--- src/rtl/osd_org_pkg.sv ---
package osd_org_pkg;

  typedef enum logic [1:0] {
    RES_320 = 2'd0,
    RES_480 = 2'd1,
    RES_640 = 2'd2
  } res_e;

  localparam int unsigned MAX_DOTS = 640;

  // x32b clear always means the low resolution; x64 then picks the upper two
  function automatic res_e res_decode(input logic sel_hi, input logic sel_lo);
    if (!sel_lo) return RES_320;
    if (sel_hi) return RES_640;
    return RES_480;
  endfunction

  function automatic int unsigned res_dots(input res_e r);
    case (r)
      RES_480: return 480;
      RES_640: return 640;
      default: return 320;
    endcase
  endfunction

  // clocks per dot, scaled so every mode spans the same line period
  function automatic int unsigned res_clks(input res_e r, input int unsigned base);
    case (r)
      RES_640: return base;
      RES_480: return (base * 4) / 3;
      default: return base * 2;
    endcase
  endfunction

  function automatic int unsigned lift_zero(input int unsigned v);
    return (v == 0) ? 1 : v;
  endfunction

endpackage

--- src/rtl/osd_sync_edge.sv ---
module osd_sync_edge (
  input  logic clk,
  input  logic rst_n,
  input  logic hsync,
  input  logic vsync,
  output logic hs_rise,
  output logic vs_rise
);

  logic hs_q;
  logic vs_q;

  always_ff @(posedge clk or negedge rst_n) begin
    if (!rst_n) begin
      hs_q <= 1'b0;
      vs_q <= 1'b0;
    end else begin
      hs_q <= hsync;
      vs_q <= vsync;
    end
  end

  assign hs_rise = hsync & ~hs_q;
  assign vs_rise = vsync & ~vs_q;

  assert_hs_single_R11: assert property (@(posedge clk) disable iff (!rst_n)
    hs_rise |=> !hs_rise);
  assert_vs_single_R11: assert property (@(posedge clk) disable iff (!rst_n)
    vs_rise |=> !vs_rise);

endmodule

--- src/rtl/osd_frame_cfg.sv ---
module osd_frame_cfg
  import osd_org_pkg::*;
#(
  parameter int VSTART_W   = 8,
  parameter int HSTART_W   = 7,
  parameter int V_STEP     = 4,
  parameter int H_STEP     = 5,
  parameter int VSTART_RST = 4,
  parameter int HSTART_RST = 15,
  parameter int LINE_W     = 11,
  parameter int DOT_W      = 11
) (
  input  logic                clk,
  input  logic                rst_n,
  input  logic                capture,
  input  logic [VSTART_W-1:0] vstart,
  input  logic [HSTART_W-1:0] hstart,
  input  logic                sel_hi,
  input  logic                sel_lo,
  output logic [LINE_W-1:0]   first_line,
  output logic [DOT_W-1:0]    first_dot,
  output res_e                res
);

  localparam logic [LINE_W-1:0] LINE_RST = LINE_W'(lift_zero(VSTART_RST) * V_STEP);
  localparam logic [DOT_W-1:0]  DOT_RST  = DOT_W'(lift_zero(HSTART_RST) * H_STEP);

  always_ff @(posedge clk or negedge rst_n) begin
    if (!rst_n) begin
      first_line <= LINE_RST;
      first_dot  <= DOT_RST;
      res        <= RES_320;
    end else if (capture) begin
      first_line <= LINE_W'(lift_zero(32'(vstart)) * V_STEP);
      first_dot  <= DOT_W'(lift_zero(32'(hstart)) * H_STEP);
      res        <= res_decode(sel_hi, sel_lo);
    end
  end

  assert_origin_nonzero_R5: assert property (@(posedge clk) disable iff (!rst_n)
    (first_line != '0) && (first_dot != '0));
  assert_cfg_frozen_R2: assert property (@(posedge clk) disable iff (!rst_n)
    !capture |=> ($stable(first_line) && $stable(first_dot) && $stable(res)));
  assert_res_legal_R6: assert property (@(posedge clk) disable iff (!rst_n)
    res != 2'd3);

endmodule

--- src/rtl/osd_line_tracker.sv ---
module osd_line_tracker #(
  parameter int LINE_W = 11
) (
  input  logic              clk,
  input  logic              rst_n,
  input  logic              hs_rise,
  input  logic              vs_rise,
  input  logic [LINE_W-1:0] first_line,
  output logic              v_act
);

  localparam logic [LINE_W-1:0] LINE_TOP = '1;

  logic [LINE_W-1:0] line_cnt;

  always_ff @(posedge clk or negedge rst_n) begin
    if (!rst_n) begin
      line_cnt <= '0;
    end else if (vs_rise) begin
      line_cnt <= '0;
    end else if (hs_rise && (line_cnt != LINE_TOP)) begin
      line_cnt <= line_cnt + 1'b1;
    end
  end

  assign v_act = (line_cnt >= first_line);

  assert_line_restart_R2: assert property (@(posedge clk) disable iff (!rst_n)
    vs_rise |=> (line_cnt == '0));
  assert_line_step_R3: assert property (@(posedge clk) disable iff (!rst_n)
    (hs_rise && !vs_rise && (line_cnt != LINE_TOP)) |=> (line_cnt == $past(line_cnt) + 1'b1));
  assert_line_hold_R11: assert property (@(posedge clk) disable iff (!rst_n)
    (!hs_rise && !vs_rise) |=> $stable(line_cnt));

endmodule

--- src/rtl/osd_dot_tracker.sv ---
module osd_dot_tracker #(
  parameter int CLK_W  = 3,
  parameter int DOT_W  = 11,
  parameter int COL_W  = 7,
  parameter int FONT_W = 10
) (
  input  logic             clk,
  input  logic             rst_n,
  input  logic             restart,
  input  logic [CLK_W-1:0] div,
  input  logic [DOT_W-1:0] dots_line,
  input  logic [DOT_W-1:0] first_dot,
  output logic             tick,
  output logic             h_act,
  output logic             col_last,
  output logic [COL_W-1:0] col_q
);

  localparam int FD_W = $clog2(FONT_W);
  localparam logic [DOT_W-1:0] DOT_TOP  = '1;
  localparam logic [FD_W-1:0]  FD_LAST  = FD_W'(FONT_W - 1);

  logic [CLK_W-1:0] clk_cnt;
  logic [DOT_W-1:0] dot_cnt;
  logic [DOT_W-1:0] dot_next;
  logic [FD_W-1:0]  col_dot;

  assign tick     = (clk_cnt == div - 1'b1);
  assign dot_next = dot_cnt + 1'b1;
  assign h_act    = (dot_cnt >= first_dot) && (dot_cnt < dots_line);
  assign col_last = (col_dot == FD_LAST);

  always_ff @(posedge clk or negedge rst_n) begin
    if (!rst_n) begin
      clk_cnt <= '0;
      dot_cnt <= '0;
      col_dot <= '0;
      col_q   <= '0;
    end else if (restart) begin
      clk_cnt <= '0;
      dot_cnt <= '0;
      col_dot <= '0;
      col_q   <= '0;
    end else if (tick) begin
      clk_cnt <= '0;
      if (dot_cnt != DOT_TOP) dot_cnt <= dot_next;
      if (dot_next == first_dot) begin
        col_dot <= '0;
        col_q   <= '0;
      end else if (h_act) begin
        if (col_last) begin
          col_dot <= '0;
          col_q   <= col_q + 1'b1;
        end else begin
          col_dot <= col_dot + 1'b1;
        end
      end
    end else begin
      clk_cnt <= clk_cnt + 1'b1;
    end
  end

  assert_dot_restart_R4: assert property (@(posedge clk) disable iff (!rst_n)
    restart |=> ((dot_cnt == '0) && (clk_cnt == '0)));
  assert_phase_bound_R6: assert property (@(posedge clk) disable iff (!rst_n)
    clk_cnt < div);
  assert_dot_hold_R4: assert property (@(posedge clk) disable iff (!rst_n)
    (!restart && !tick) |=> $stable(dot_cnt));
  assert_col_in_cell_R9: assert property (@(posedge clk) disable iff (!rst_n)
    col_dot <= FD_LAST);

endmodule

--- src/rtl/osd_origin_timer.sv ---
module osd_origin_timer
  import osd_org_pkg::*;
#(
  parameter int BASE_DIV   = 3,
  parameter int VSTART_W   = 8,
  parameter int HSTART_W   = 7,
  parameter int V_STEP     = 4,
  parameter int H_STEP     = 5,
  parameter int FONT_W     = 10,
  parameter int VSTART_RST = 4,
  parameter int HSTART_RST = 15
) (
  input  logic                clk,
  input  logic                rst_n,
  input  logic                hsync,
  input  logic                vsync,
  input  logic                osd_en,
  input  logic [VSTART_W-1:0] vstart,
  input  logic [HSTART_W-1:0] hstart,
  input  logic                res_x64,
  input  logic                res_x32b,
  input  logic                fb_sel,
  input  logic                char_on,
  input  logic                win_on,
  output logic                disp_en,
  output logic                dot_stb,
  output logic                col_stb,
  output logic [$clog2(osd_org_pkg::MAX_DOTS/FONT_W)+1-1:0] col_idx,
  output logic                fast_blank
);

  localparam int LINE_W = $clog2(((2 ** VSTART_W) - 1) * V_STEP + 1) + 1;
  localparam int DOT_W  = $clog2(MAX_DOTS + 1) + 1;
  localparam int COL_W  = $clog2(MAX_DOTS / FONT_W) + 1;
  localparam int CLK_W  = $clog2(2 * BASE_DIV + 1);

  logic              hs_rise;
  logic              vs_rise;
  logic [LINE_W-1:0] first_line;
  logic [DOT_W-1:0]  first_dot;
  res_e              res;
  logic [CLK_W-1:0]  div;
  logic [DOT_W-1:0]  dots_line;
  logic              v_act;
  logic              h_act;
  logic              tick;
  logic              col_last;
  logic [COL_W-1:0]  col_q;

  osd_sync_edge u_edge (
    .clk     (clk),
    .rst_n   (rst_n),
    .hsync   (hsync),
    .vsync   (vsync),
    .hs_rise (hs_rise),
    .vs_rise (vs_rise)
  );

  osd_frame_cfg #(
    .VSTART_W   (VSTART_W),
    .HSTART_W   (HSTART_W),
    .V_STEP     (V_STEP),
    .H_STEP     (H_STEP),
    .VSTART_RST (VSTART_RST),
    .HSTART_RST (HSTART_RST),
    .LINE_W     (LINE_W),
    .DOT_W      (DOT_W)
  ) u_cfg (
    .clk        (clk),
    .rst_n      (rst_n),
    .capture    (vs_rise),
    .vstart     (vstart),
    .hstart     (hstart),
    .sel_hi     (res_x64),
    .sel_lo     (res_x32b),
    .first_line (first_line),
    .first_dot  (first_dot),
    .res        (res)
  );

  assign div       = CLK_W'(res_clks(res, BASE_DIV));
  assign dots_line = DOT_W'(res_dots(res));

  osd_line_tracker #(
    .LINE_W (LINE_W)
  ) u_line (
    .clk        (clk),
    .rst_n      (rst_n),
    .hs_rise    (hs_rise),
    .vs_rise    (vs_rise),
    .first_line (first_line),
    .v_act      (v_act)
  );

  osd_dot_tracker #(
    .CLK_W  (CLK_W),
    .DOT_W  (DOT_W),
    .COL_W  (COL_W),
    .FONT_W (FONT_W)
  ) u_dot (
    .clk       (clk),
    .rst_n     (rst_n),
    .restart   (hs_rise | vs_rise),
    .div       (div),
    .dots_line (dots_line),
    .first_dot (first_dot),
    .tick      (tick),
    .h_act     (h_act),
    .col_last  (col_last),
    .col_q     (col_q)
  );

  assign disp_en    = osd_en & v_act & h_act;
  assign dot_stb    = disp_en & tick;
  assign col_stb    = dot_stb & col_last;
  assign col_idx    = disp_en ? col_q : '0;
  assign fast_blank = disp_en & (char_on | (~fb_sel & win_on));

  assert_master_off_R7: assert property (@(posedge clk) disable iff (!rst_n)
    !osd_en |-> (!disp_en && !dot_stb && !fast_blank && (col_idx == '0)));
  assert_col_on_dot_R9: assert property (@(posedge clk) disable iff (!rst_n)
    col_stb |-> dot_stb);
  assert_blank_inside_R10: assert property (@(posedge clk) disable iff (!rst_n)
    fast_blank |-> disp_en);
  assert_dot_gap_R8: assert property (@(posedge clk) disable iff (!rst_n)
    (dot_stb && (div != 1) && !vs_rise && !hs_rise) |=> !dot_stb);

endmodule

--- config.mk ---
export PLATFORM = sky130hd
export DESIGN_NAME = osd_origin_timer
export DESIGN_NICKNAME = d
export VERILOG_FILES = /design/src/rtl/osd_org_pkg.sv /design/src/rtl/osd_sync_edge.sv /design/src/rtl/osd_frame_cfg.sv /design/src/rtl/osd_line_tracker.sv /design/src/rtl/osd_dot_tracker.sv /design/src/rtl/osd_origin_timer.sv
export SDC_FILE = /design/constraint.sdc
export NUM_CORES = 1
export LEC_CHECK = 0
export CAP_MARGIN = 20
export CORE_MARGIN = 4
export CORE_UTILIZATION = 45
export DETAILED_ROUTE_END_ITERATION = 10
export GPL_TIMING_DRIVEN = 0
export PLACE_DENSITY = 0.73
export SYNTH_ARGS = -nofsm -noshare
export SYNTH_HDL_FRONTEND = slang
export SYNTH_SLANG_ARGS = --single-unit
--- constraint.sdc ---
create_clock -name clk -period 3.58 [get_ports clk]
set_input_delay 0.716 -clock clk [delete_from_list [all_inputs] [get_ports clk]]
set_output_delay 0.716 -clock clk [all_outputs]
set_load 0.01 [all_outputs]
# [Yosys cells after proc, flatten, opt, wreduce, memory -nomap -nowiden]
# Cells that the tools add are included.
[totals] mem_count=0 reg_bits=60 output_inout_bits=11 latch_bits=0 romBits=0 wordCells=83 ram_bits=0
[op_classes] order_cmp=3 bitwise=13 mul=1 n_shift=0 add_sub_neg=6 reduce_logical=12 mux=31 div_mod_pow=0 n_eq_ne=7
[ops] operator="two-way mux 11 bit" count=5
[ops] operator="two-way mux 7 bit" count=7
[ops] operator="multiplier 32 x 3 -> 11 bit, second input constant" count=1
[ops] operator="adder 11 x 1 -> 11 bit, second input constant" count=2
[ops] operator="greater-or-equal comparator 11 bit" count=2
[ops] operator="!= test 11 bit, second input constant" count=2
[ops] operator="two-way mux 4 bit" count=5
[ops] operator="one-hot mux 10 bit (2 select lines)" count=1
[ops] operator="equality test 11 bit" count=1
[ops] operator="less-than comparator 11 x 10 -> 1 bit" count=1
[ops] operator="AND 1 bit" count=8
[ops] operator="zero test 8 bit" count=1
[ops] operator="two-way mux 2 bit" count=4
[ops] operator="two-way mux 8 bit" count=1
[ops] operator="adder 7 x 1 -> 7 bit, second input constant" count=1
[ops] operator="zero test 7 bit" count=1
[ops] operator="two-way mux 3 bit" count=2
[ops] operator="one-hot mux 3 bit (2 select lines)" count=1
[ops] operator="nonzero test 2 bit" count=3
[ops] operator="nonzero test 3 bit" count=2
[ops] operator="two-way mux 1 bit" count=5
[ops] operator="adder 4 x 1 -> 4 bit, second input constant" count=1
[ops] operator="equality test 4 bit, second input constant" count=1
[ops] operator="AND reduction 2 bit" count=2
[ops] operator="9 further kinds" count=13

# [Longest topological paths before layout]
# Gate-level depths: netlist of the first run.
[logic_depth] word_depth=8 mapped_depth=12 ltp_nobuf=10

# [Hierarchy]
# A second synthesis of the first run with hierarchy kept.
[hier_totals] hier_cells=492 hier_area_um2=4524.3
[by_module_without_submodules] module="osd_dot_tracker" area_per_inst_um2=2277.2 n_inst=1 cells_each=275
[by_module_without_submodules] module="osd_frame_cfg" area_per_inst_um2=1082.3 n_inst=1 cells_each=93
[by_module_without_submodules] module="osd_line_tracker" area_per_inst_um2=899.6 n_inst=1 cells_each=96
[by_module_without_submodules] module="osd_origin_timer" area_per_inst_um2=187.7 n_inst=1 cells_each=24
[by_module_without_submodules] module="osd_sync_edge" area_per_inst_um2=77.6 n_inst=1 cells_each=4

# [Least setup slack after synthesis of the first run]
# No wires, ideal clock.
[synth_path] path_type="reg-to-output" from="reg u_cfg.first_dot[8]" to="out col_idx[0] (netlist name)" t_required_ns=2.864 slack_ns=0.608 t_arrival_ns=2.256 path_buffers=2 stages_incl_launch_ff=12 path_cell_list="dfrtp_1 inv_1 ha_1 a21o_1 a211o_1 a31oi_1 a22oi_4 and2_1 buf_6 o211a_4 buf_6 and2_1"
[synth_between] elab_chain_cells=4
[synth_lines] element="start: declaration" line_no="osd_frame_cfg.sv:21" source="output logic [DOT_W-1:0] first_dot,"
[synth_lines] element="start signal: assignment" line_no="osd_frame_cfg.sv:35" source="first_dot <= DOT_W'(lift_zero(32'(hstart)) * H_STEP);"
[synth_lines] element="greater-or-equal comparator 11 bit" line_no="osd_dot_tracker.sv:30" source="assign h_act = (dot_cnt >= first_dot) && (dot_cnt < dots_line);"
[synth_lines] element="logical AND 1 bit" line_no="osd_dot_tracker.sv:30"
[synth_lines] element="AND 1 bit" line_no="osd_origin_timer.sv:113" source="assign disp_en = osd_en & v_act & h_act;"
[synth_lines] element="via disp_en" line_no="osd_origin_timer.sv:25" source="output logic disp_en,"
[synth_lines] element="two-way mux 7 bit" line_no="osd_origin_timer.sv:116" source="assign col_idx = disp_en ? col_q : '0;"
[synth_lines] element="end: declaration" line_no="osd_origin_timer.sv:28" source="output logic [$clog2(osd_org_pkg::MAX_DOTS/FONT_W)+1-1:0] col_idx,"
# The timed path passes the listed nets, and every way through them passes these cells.

# [Worst setup path in the final report of the first run]
[layout_path] from="reg u_cfg.res[1]" to="out col_stb"
[layout_between] elab_chain_cells=7 word_cells_on_any_way=11 cone_classes="add/sub (1); order compare (1); eq/ne (3); mux (2); bitwise (3); reduce/logical (1)"
[layout_lines] element="start: declaration" line_no="osd_frame_cfg.sv:22" source="output res_e res"
[layout_lines] element="start signal: assignment" line_no="osd_frame_cfg.sv:36" source="res <= res_decode(sel_hi, sel_lo);"
[layout_lines] element="equality test 2 bit or equality test 2 x 1 -> 1 bit (tied branches)" line_no="osd_org_pkg.sv:19, osd_org_pkg.sv:28"
[layout_lines] element="one-hot mux 10 bit (2 select lines)" line_no="osd_org_pkg.sv:19" source="case (r)"
[layout_lines] element="less-than comparator 11 x 10 -> 1 bit" line_no="osd_dot_tracker.sv:30"
[layout_lines] element="logical AND 1 bit" line_no="osd_dot_tracker.sv:30"
[layout_lines] element="AND 1 bit" line_no="osd_origin_timer.sv:113"
[layout_lines] element="AND 1 bit (*)" line_no="osd_origin_timer.sv:114" source="assign dot_stb = disp_en & tick;"
[layout_lines] element="AND 1 bit (*)" line_no="osd_origin_timer.sv:115" source="assign col_stb = dot_stb & col_last;"
[layout_lines] element="end: declaration" line_no="osd_origin_timer.sv:27" source="output logic col_stb,"
# Mark *: on every way between the ends. The rest lies on a longest branch, timed or not.

==> results.md, run 1 <==
Outcome:
- The run finished with clean final reports.

Synth:
- The mean post-synth cell area is 8.89 um^2.
- The most instantiated flip-flop cell in the synthesis netlist is sky130_fd_sc_hd__dfrtp_1.
- Ranked by total cell area, the synthesized netlist is headed by sky130_fd_sc_hd__dfrtp_1 (33%), sky130_fd_sc_hd__ha_1 (12%), sky130_fd_sc_hd__o21ai_0 (4.2%).
- After synthesis the cells add up to just over 4000 um^2.
- For this run, the register share of the synthesized area comes to 0.363.
- The biggest area contributor in the post-synthesis netlist is sky130_fd_sc_hd__dfrtp_1.
- The share of synthesized flip-flops with an asynchronous set or reset is 1.00.
- The synthesized netlist contains 59 unique library cells.
- The net count after synthesis is 517.
- The yosys synthesis warning count is 0.
- The number of cells produced by synthesis is ~450.
- After synthesis the netlist holds a flip-flop and latch count of between 50 and 60.
- The count of flip-flops with a built-in enable after synthesis is 0.
- The proportion of netlist area held by the largest area contributor is 0.330.

Clocking:
- CTS saw 58 sinks.
- Counting the buffers created by CTS gives 9.
- The number of buffers inserted by hold repair at cts is 0.
- After clock tree synthesis, the clock-pin slew on the worst setup and hold paths is 0.07 ns.
- The H-tree was split into 3 levels.
- The cell sitting at the root of the clock tree is a sky130_fd_sc_hd__clkbuf_8.
- In this run the deepest clock path goes through 2 buffers.
- The TritonCTS clock tree is done.
- The clock reaches the later pin of the worst-skew pair after between 0.3 and 0.4 ns.

Drt:
- Summed over all layers, the routed wires come to 9.01 mm.
- The vias after detailed routing is 3401.
- The remaining antenna violation count is 0.
- In the routed design, unresolved DRC markers number 0.
- In the routed layout, each cell is associated on average with a via count of about 5.5.
- The first detailed-routing pass ran for 4 iterations.
- The routed wire length per instance is between 10 and 15 um.
- The detailed router finished its first iteration with around 130 violations.

Floorplan:
- Measured along the y axis, the die boundary spans 103 um.
- The total core area is about 8700 um^2.
- The number of top-level pins is 36.
- After floorplanning, the core was divided into 34 placement rows.
- The initial core utilization is 0.461.
- The die footprint is approximately 11000 um^2.
- The die is between 100 and 150 um wide.

Job:
- Max-cap violations in this run came to 0.

Timing:
- The portion of the clock cycle consumed by the worst path in the final layout is 0.961.
- The worst hold margin is 0.339 ns.
- For the pin with the worst max-slew slack, the measured transition is between 0.6 and 0.7 ns.
- Once routing completed, OpenROAD measured the worst setup slack at 0.138 ns.
- The hold violation count in the final report came to 0.
- Setup repair after global routing left no endpoint under its margin.
- The relative slew slack is 0.543.
- The clock tree skew after final layout is between 0.01 and 0.015 ns.
- The final period demand of the worst path is approximately 3.4 ns.
- The max-slew violation count is 0.
- Derived from the worst setup path, the maximum achievable clock frequency is 291 MHz.
- Setup violations remaining at the end of the flow were counted as 0.

Final layout:
- At the end of the flow, the number of nets in the layout was around 570.
- The fraction of layout instances using a drive strength above 1 is 0.111.
- The final antenna diode count is 0.
- The share of the core filled with cells is 0.547.
- Compared with the post-synthesis result, the final layout area differs by 18.8%.
- With fillers left out, the area of the finished cells amounts to 4770 um^2.
- The count of non-filler cells in the finished layout is 614.

Worst setup path:
- The critical path class is reg2out.
- STA classifies the critical path endpoint as an output pin.
- The largest individual stage delay along the critical path comes from the cell sky130_fd_sc_hd__dfrtp_1.
- At the worst endpoint, the required time is 2.86 ns.
- Of all nets on the critical path, the largest fanout is 6.
- Walking the worst path, the cells encountered are ha_4 -> ha_1 -> a21o_1 -> a211o_1 -> a22oi_4 -> and2_4 -> buf_6 -> o211a_4 -> and3_1 -> dlygate4sd2_1.
- The launch instance of the worst register-to-register path is u_cfg.res[0].
- The endpoint arrival time on the critical path is ~2.7 ns.
- The launching instance or port of the critical path is u_cfg.res[1].
- The delay contributed by the slowest stage of the critical path is 0.41 ns.
- The worst setup path is launched from a flip-flop.

Power:
- In this run the static leakage power is between 2 and 2.5 nW.
- Power spread over the standard cell area amounts to 408 nW/um^2.
- The worst-case IR drop observed on VDD is around 0.25 mV.

Place:
- Summed over all nets, the half-perimeter wirelength after detailed placement is 6.71 mm.
- The number of placed instances, taps included, is just under 600.
- The worst slack at placement is -0.0861 ns.
- At the end of routability-driven placement, the weighted congestion stood at ~0.85.
- The placed standard-cell area is 4520 um^2.
- During placement, the flow inserted port buffers numbering 35.

Hold path:
- The worst hold path belongs to the class in2async.

Global route:
- The total global-route track usage is 0.185.
- The number of antenna violations at the first check in global routing is 0.
- The maximum number of pins on one net before global-route repair is 38.
- The wire length of the first global-routing pass is between 15 and 20 mm.
- The number of global-route vias before repair is roughly 3300.
- The final global-route overflow total is 0.
==> synth_stat cells (all sizes together) (6+ instances only) <==
cell type / n
nand4: 10
buf: 8
nand2b: 6
and3: 11
a21o: 6
a21oi: 25
nor2b: 6
o21ai: 37
and2: 16
clkbuf: 13
ha: 39
nor2: 29
nand2: 35
dfrtp: 53
or3: 9
xnor2: 17
inv: 39
nand3: 18
xor2: 7
==> worst paths after layout <==
| path | endpoint | slack (ns) | cells past startpoint |
|---|---|---|---|
| hold / removal | u_dot.dot_cnt[5] | 0.34 | 1 |
| hold reg to reg | u_dot.clk_cnt[0] | 0.49 | 1 |
| setup reg to reg | u_dot.dot_cnt[9] | 1.07 | 9 |
| setup / recovery | col_stb | 0.14 | 10 |
| min in group clk | u_dot.clk_cnt[0] | 0.49 | 1 |
| max in group asynchronous | u_cfg.first_line[4] | 2.61 | 2 |
==> sequential cells by signal (all words and copies together) (netlist names) <==
name and flops:
u_dot.dot_cnt 11, u_line.line_cnt 11, u_cfg.first_dot 10, u_cfg.first_line 8, u_dot.col_q 7, u_dot.col_dot 4, u_dot.clk_cnt 3, u_cfg.res 2
u_edge.hs_q 1, u_edge.vs_q 1
==> report_power, final <==
group	internal [mW]	total, mW	switching [mW]	leakage, nW
clock	0.468	0.764	0.296	0.124
combinational	0.182	0.407	0.225	1.36
sequential	0.724	0.779	0.0551	0.758
total	1.37	1.95	0.576	2.24
==> kinds of logic (layout without fill, tap and decap cells) <==
family / after synthesis / in the layout / synth area share
simple gates: 162 / 162 / 0.212
xor+xnor: 24 / 24 / 0.0523
compound gates: 105 / 105 / 0.174
fa+ha+maj: 40 / 40 / 0.126
flops: 58 / 58 / 0.363
mux: 3 / 3 / 0.00747
buf+inv: 60 / 114 / 0.0660
==> per-layer routing <==
layer  part of all wire  up-vias  global-route usage  wire (um)
met5                  0        -                   0          0
met4              0.011        0              0.0535         95
met3              0.041       10              0.0359        366
met2               0.48       57               0.303       4310
met1               0.47     1642               0.249       4240
li1                   -     1692                   -          -
==> stage by stage <==
| stage | total power [mW] | setup TNS [ns] |
|---|---|---|
| floorplan | 1.05 | 0 |
| global placement | 1.15 | -4.16 |
| detailed placement | 1.18 | -0.691 |
| CTS | 1.96 | -0.00454 |
| global route | 2.06 | 0 |
| finish | 1.95 | 0 |
==> critical path, delay by kind of cell, from the launching register on <==
family                     cells  cell delay, ns
DFF                            1            0.41
adders and majority gates      2            0.45
AOI/OAI and AO/OA              4            0.81
and+or+nand+nor                2            0.33
buffers and inverters          2            0.38
==> layout make-up <==
type                    count  area, um^2
multi-input cells         334        2330
clock buffers               9         124
well taps                 108         135
inverters                  39         146
fillers                   783        3950
clock inverters             7         125
repair buffers             38         333
flip-flops and latches     58        1460
plain buffers              21         119
==> cells in the final DEF (no fill, tap or decap), types with 7 or more instances in the layout <==
master,synthesis,layout
sky130_fd_sc_hd__nand4_1,10,10
sky130_fd_sc_hd__or3_1,9,9
sky130_fd_sc_hd__ha_1,39,38
sky130_fd_sc_hd__clkdlybuf4s50_1,0,23
sky130_fd_sc_hd__xor2_1,7,7
sky130_fd_sc_hd__clkbuf_1,13,13
sky130_fd_sc_hd__nand2_1,35,35
sky130_fd_sc_hd__clkbuf_2,0,9
sky130_fd_sc_hd__xnor2_1,17,17
sky130_fd_sc_hd__clkbuf_8,0,9
sky130_fd_sc_hd__o21ai_0,34,33
sky130_fd_sc_hd__nand3_1,18,18
sky130_fd_sc_hd__nor2_1,29,28
sky130_fd_sc_hd__a21oi_1,24,24
sky130_fd_sc_hd__and3_1,11,11
sky130_fd_sc_hd__inv_1,39,38
sky130_fd_sc_hd__and2_1,16,15
sky130_fd_sc_hd__dfrtp_1,53,52
==> what timing repair did <==
item                                    4_1_cts  5_1_grt
gates resized for setup                      18       21
buffers inserted                              2        0
endpoints found under the setup margin       11       10
pin swaps                                     2        0
No activity file was read; power rests on OpenSTA's default activity.
==> run 2, diff against run 1 <==
CORE_MARGIN = unset   (was 4)
==> results.md, run 2 (synthesis results as in run 1) <==
Floorplan:
- The horizontal extent of the die is 96.5 um.
- The floorplan row count is 34.
- The floorplan step defined a core boundary enclosing 8680 um^2.
- The die is 96.5 um tall.
- For this configuration, the core starts out at a cell density of 0.463.
- The die covers just over 9000 um^2.
- Pin placement for this block handled 36 I/O pins.

Power:
- The maximum vdd ir drop is about 0.2 mV.
- The share of total power dissipated in the clock network is 0.375.
- Dividing total power by cell area gives a power density of 399 nW/um^2.
- The leakage power of the design is 2.23 nW.
- The switching part of the total power is 0.297.
- The internal power of the cells totals between 1 and 1.5 mW.
- Of the total power, registers draw 0.410.
- In this run the power spent charging and discharging nets is 0.564 mW.
- The share of total power dissipated in combinational logic is 0.214.

Worst setup path:
- Grouping stages by cell kind, the critical path spends the most delay in compound AO/OA/AOI/OAI gates.
- Together, buffers and inverters on the worst path number 2.
- The endpoint class of the critical path is an output pin.
- Traced cell by cell, the critical path runs through ha_4 -> ha_1 -> a21o_1 -> a211o_1 -> a22oi_4 -> and2_1 -> buf_6 -> o211a_4 -> and3_1 -> clkdlybuf4s15_1.
- The delay contributed by the slowest stage of the critical path is around 0.41 ns.
- The data required time at the worst endpoint is approximately 2.9 ns.
- In this run the worst path has a maximum fanout of 6.
- STA classifies the critical path startpoint as a flip-flop.
- Data on the critical path arrives at its endpoint at 2.74 ns.
- The critical path class is reg2out.
- The critical path's slowest cell is sky130_fd_sc_hd__dfrtp_1.

Hold path:
- The worst hold-check path type is in2async.

Place:
- The congestion estimate from routability-driven global placement came to 0.864.
- The cell total after placement is 596.
- Detailed placement finished with a half-perimeter wire length of 6.79 mm.
- The number of I/O port buffers is 35.

Global route:
- The total global-route track usage is 0.223.
- The wire length of the first global-routing pass is approximately 16 mm.
- The number of global-route vias before repair came to 3413.
- Entering global routing, the biggest net connects 38 pins.
- The total overflow left after global routing is 0.
- The number of antenna violations at the first check in global routing is 0.

Clocking:
- The root buffer cell is sky130_fd_sc_hd__clkbuf_8.
- The clock transition at the registers of the reported paths is 0.07 ns.
- The H-tree depth is 3.
- The number of clock sinks is 58.
- Counting along the longest clock path gives a buffer depth of 2.
- The number of hold buffers added after CTS was 0.
- The latest clock arrival within the worst-skew pair is 0.36 ns.
- The TritonCTS clock tree is done.
- The clock buffer count from CTS is 9.

Final layout:
- The largest registers in the layout are u_dot.dot_cnt: 11 flops, u_line.line_cnt: 11 flops, u_cfg.first_dot: 10 flops.
- 0 antenna diodes ended up in the layout.
- The count of nets after finishing is 567.
- For this run, the share of the core covered by cells in the final layout is 0.548.
- The fraction of layout instances using a drive strength above 1 is 0.108.
- In the layout the commonest cells are sky130_fd_sc_hd__dfrtp_1 (51), sky130_fd_sc_hd__inv_1 (38), sky130_fd_sc_hd__ha_1 (38).
- The most common cell after layout, fill and taps aside is sky130_fd_sc_hd__dfrtp_1.
- Compared with the post-synthesis result, the final layout area differs by 18.4%.
- The finished layout holds 615 standard cells, fillers aside.

Timing:
- The portion of the clock cycle consumed by the worst path in the final layout is 0.964.
- The worst path in the final design needs a cycle of 3.45 ns, including I/O delays and setup.
- At the pin with the least slew margin, the transition time is roughly 0.65 ns.
- The max-slew violation count came to 0.
- Measured against its own limit, the worst slew margin works out to 0.563.
- On the final layout, the worst clock skew is 0.0172 ns.
- The hold violation count in the final report is 0.
- Setup repair after global routing left no endpoint under its margin.
- Based on the critical path, the design can be clocked at up to 290 MHz.
- The final setup violation count is 0.

Drt:
- Detailed routing inserted a total of 3453 vias.
- Using the TritonRoute via totals, the vias-per-cell ratio works out to 5.61.
- The routed wire length per instance is 15.0 um.
- The initial detailed-routing violation count is 132.
- The count of unresolved DRC violations after routing is 0.
- The sum of routed wire length over all layers is ~9.2 mm.
- The first TritonRoute pass finished after 5 iterations.
- The remaining antenna violation count is 0.

Job:
- The tool flagged a number of max-cap violations equal to 0.

Outcome:
- The flow ran to the end, and the final reports show no timing, DRC or antenna violations.
[run 2: worst paths after layout]
check                                  from                  end  slack, ns  cells after the start
min in group clk           u_dot.clk_cnt[0]     u_dot.clk_cnt[0]       0.49                      1
max in group asynchronous             rst_n  u_cfg.first_line[4]       2.61                      2
hold reg to reg            u_dot.clk_cnt[0]     u_dot.clk_cnt[0]       0.49                      1
setup / recovery               u_cfg.res[1]              col_stb       0.13                     10
setup reg to reg               u_cfg.res[0]     u_dot.dot_cnt[9]       1.07                      9
hold / removal                        rst_n          u_edge.vs_q       0.34                      1
[run 2: area by class of cell]
type,instances,area (um^2)
clock buffers,12,155
flip-flops and latches,58,1460
repair buffers,39,342
multi-input cells,334,2330
inverters,39,146
well taps,108,135
fillers,806,3920
clock inverters,4,73.8
plain buffers,21,119
[run 2: power groups by stage]
stage	Combinational (mW)	Clock [mW]	Sequential (mW)
detailed placement	0.387	0	0.791
finish	0.407	0.713	0.780
global route	0.464	0.747	0.788
global placement	0.368	0	0.787
floorplan	0.273	0	0.774
CTS	0.407	0.716	0.777
[run 2: repair_timing]
item,CTS,global route
buffers inserted,2,1
cloned,0,0
endpoints found under the setup margin,11,10
resized for setup,18,21
pin swaps,1,0
[run 2: routing by layer]
metal / global-route usage / share of wire
met5: 0 / 0
met4: 0.0907 / 0.019
met3: 0.0485 / 0.040
met2: 0.361 / 0.47
met1: 0.290 / 0.47
[run 2: worst reg2reg max path: cells and delay by family, from the launching register on]
kind            cells  cell delay [ns]
simple gates        4             0.90
compound gates      2             0.66
flops               1             0.39
fa+ha+maj           1             0.21
xor+xnor            1             0.12
buf+inv             1             0.09
[run 2: per-stage QoR]
| stage | hold slack, ns | total power [mW] | setup WS (ns) | setup TNS [ns] | instance area, um^2 |
|---|---|---|---|---|---|
| after floorplan | 0.420 | 1.05 | 0.608 | 0 | 4020 |
| after global placement | 0.480 | 1.15 | -0.127 | -6.92 | 4510 |
| after detailed placement | 0.476 | 1.18 | -0.0964 | -0.776 | 4520 |
| after CTS | 0.360 | 1.90 | 0.00954 | 0 | 4780 |
| after global routing | 0.385 | 2.00 | 0.0229 | 0 | 4760 |
| final | 0.338 | 1.90 | 0.127 | 0 | 4760 |
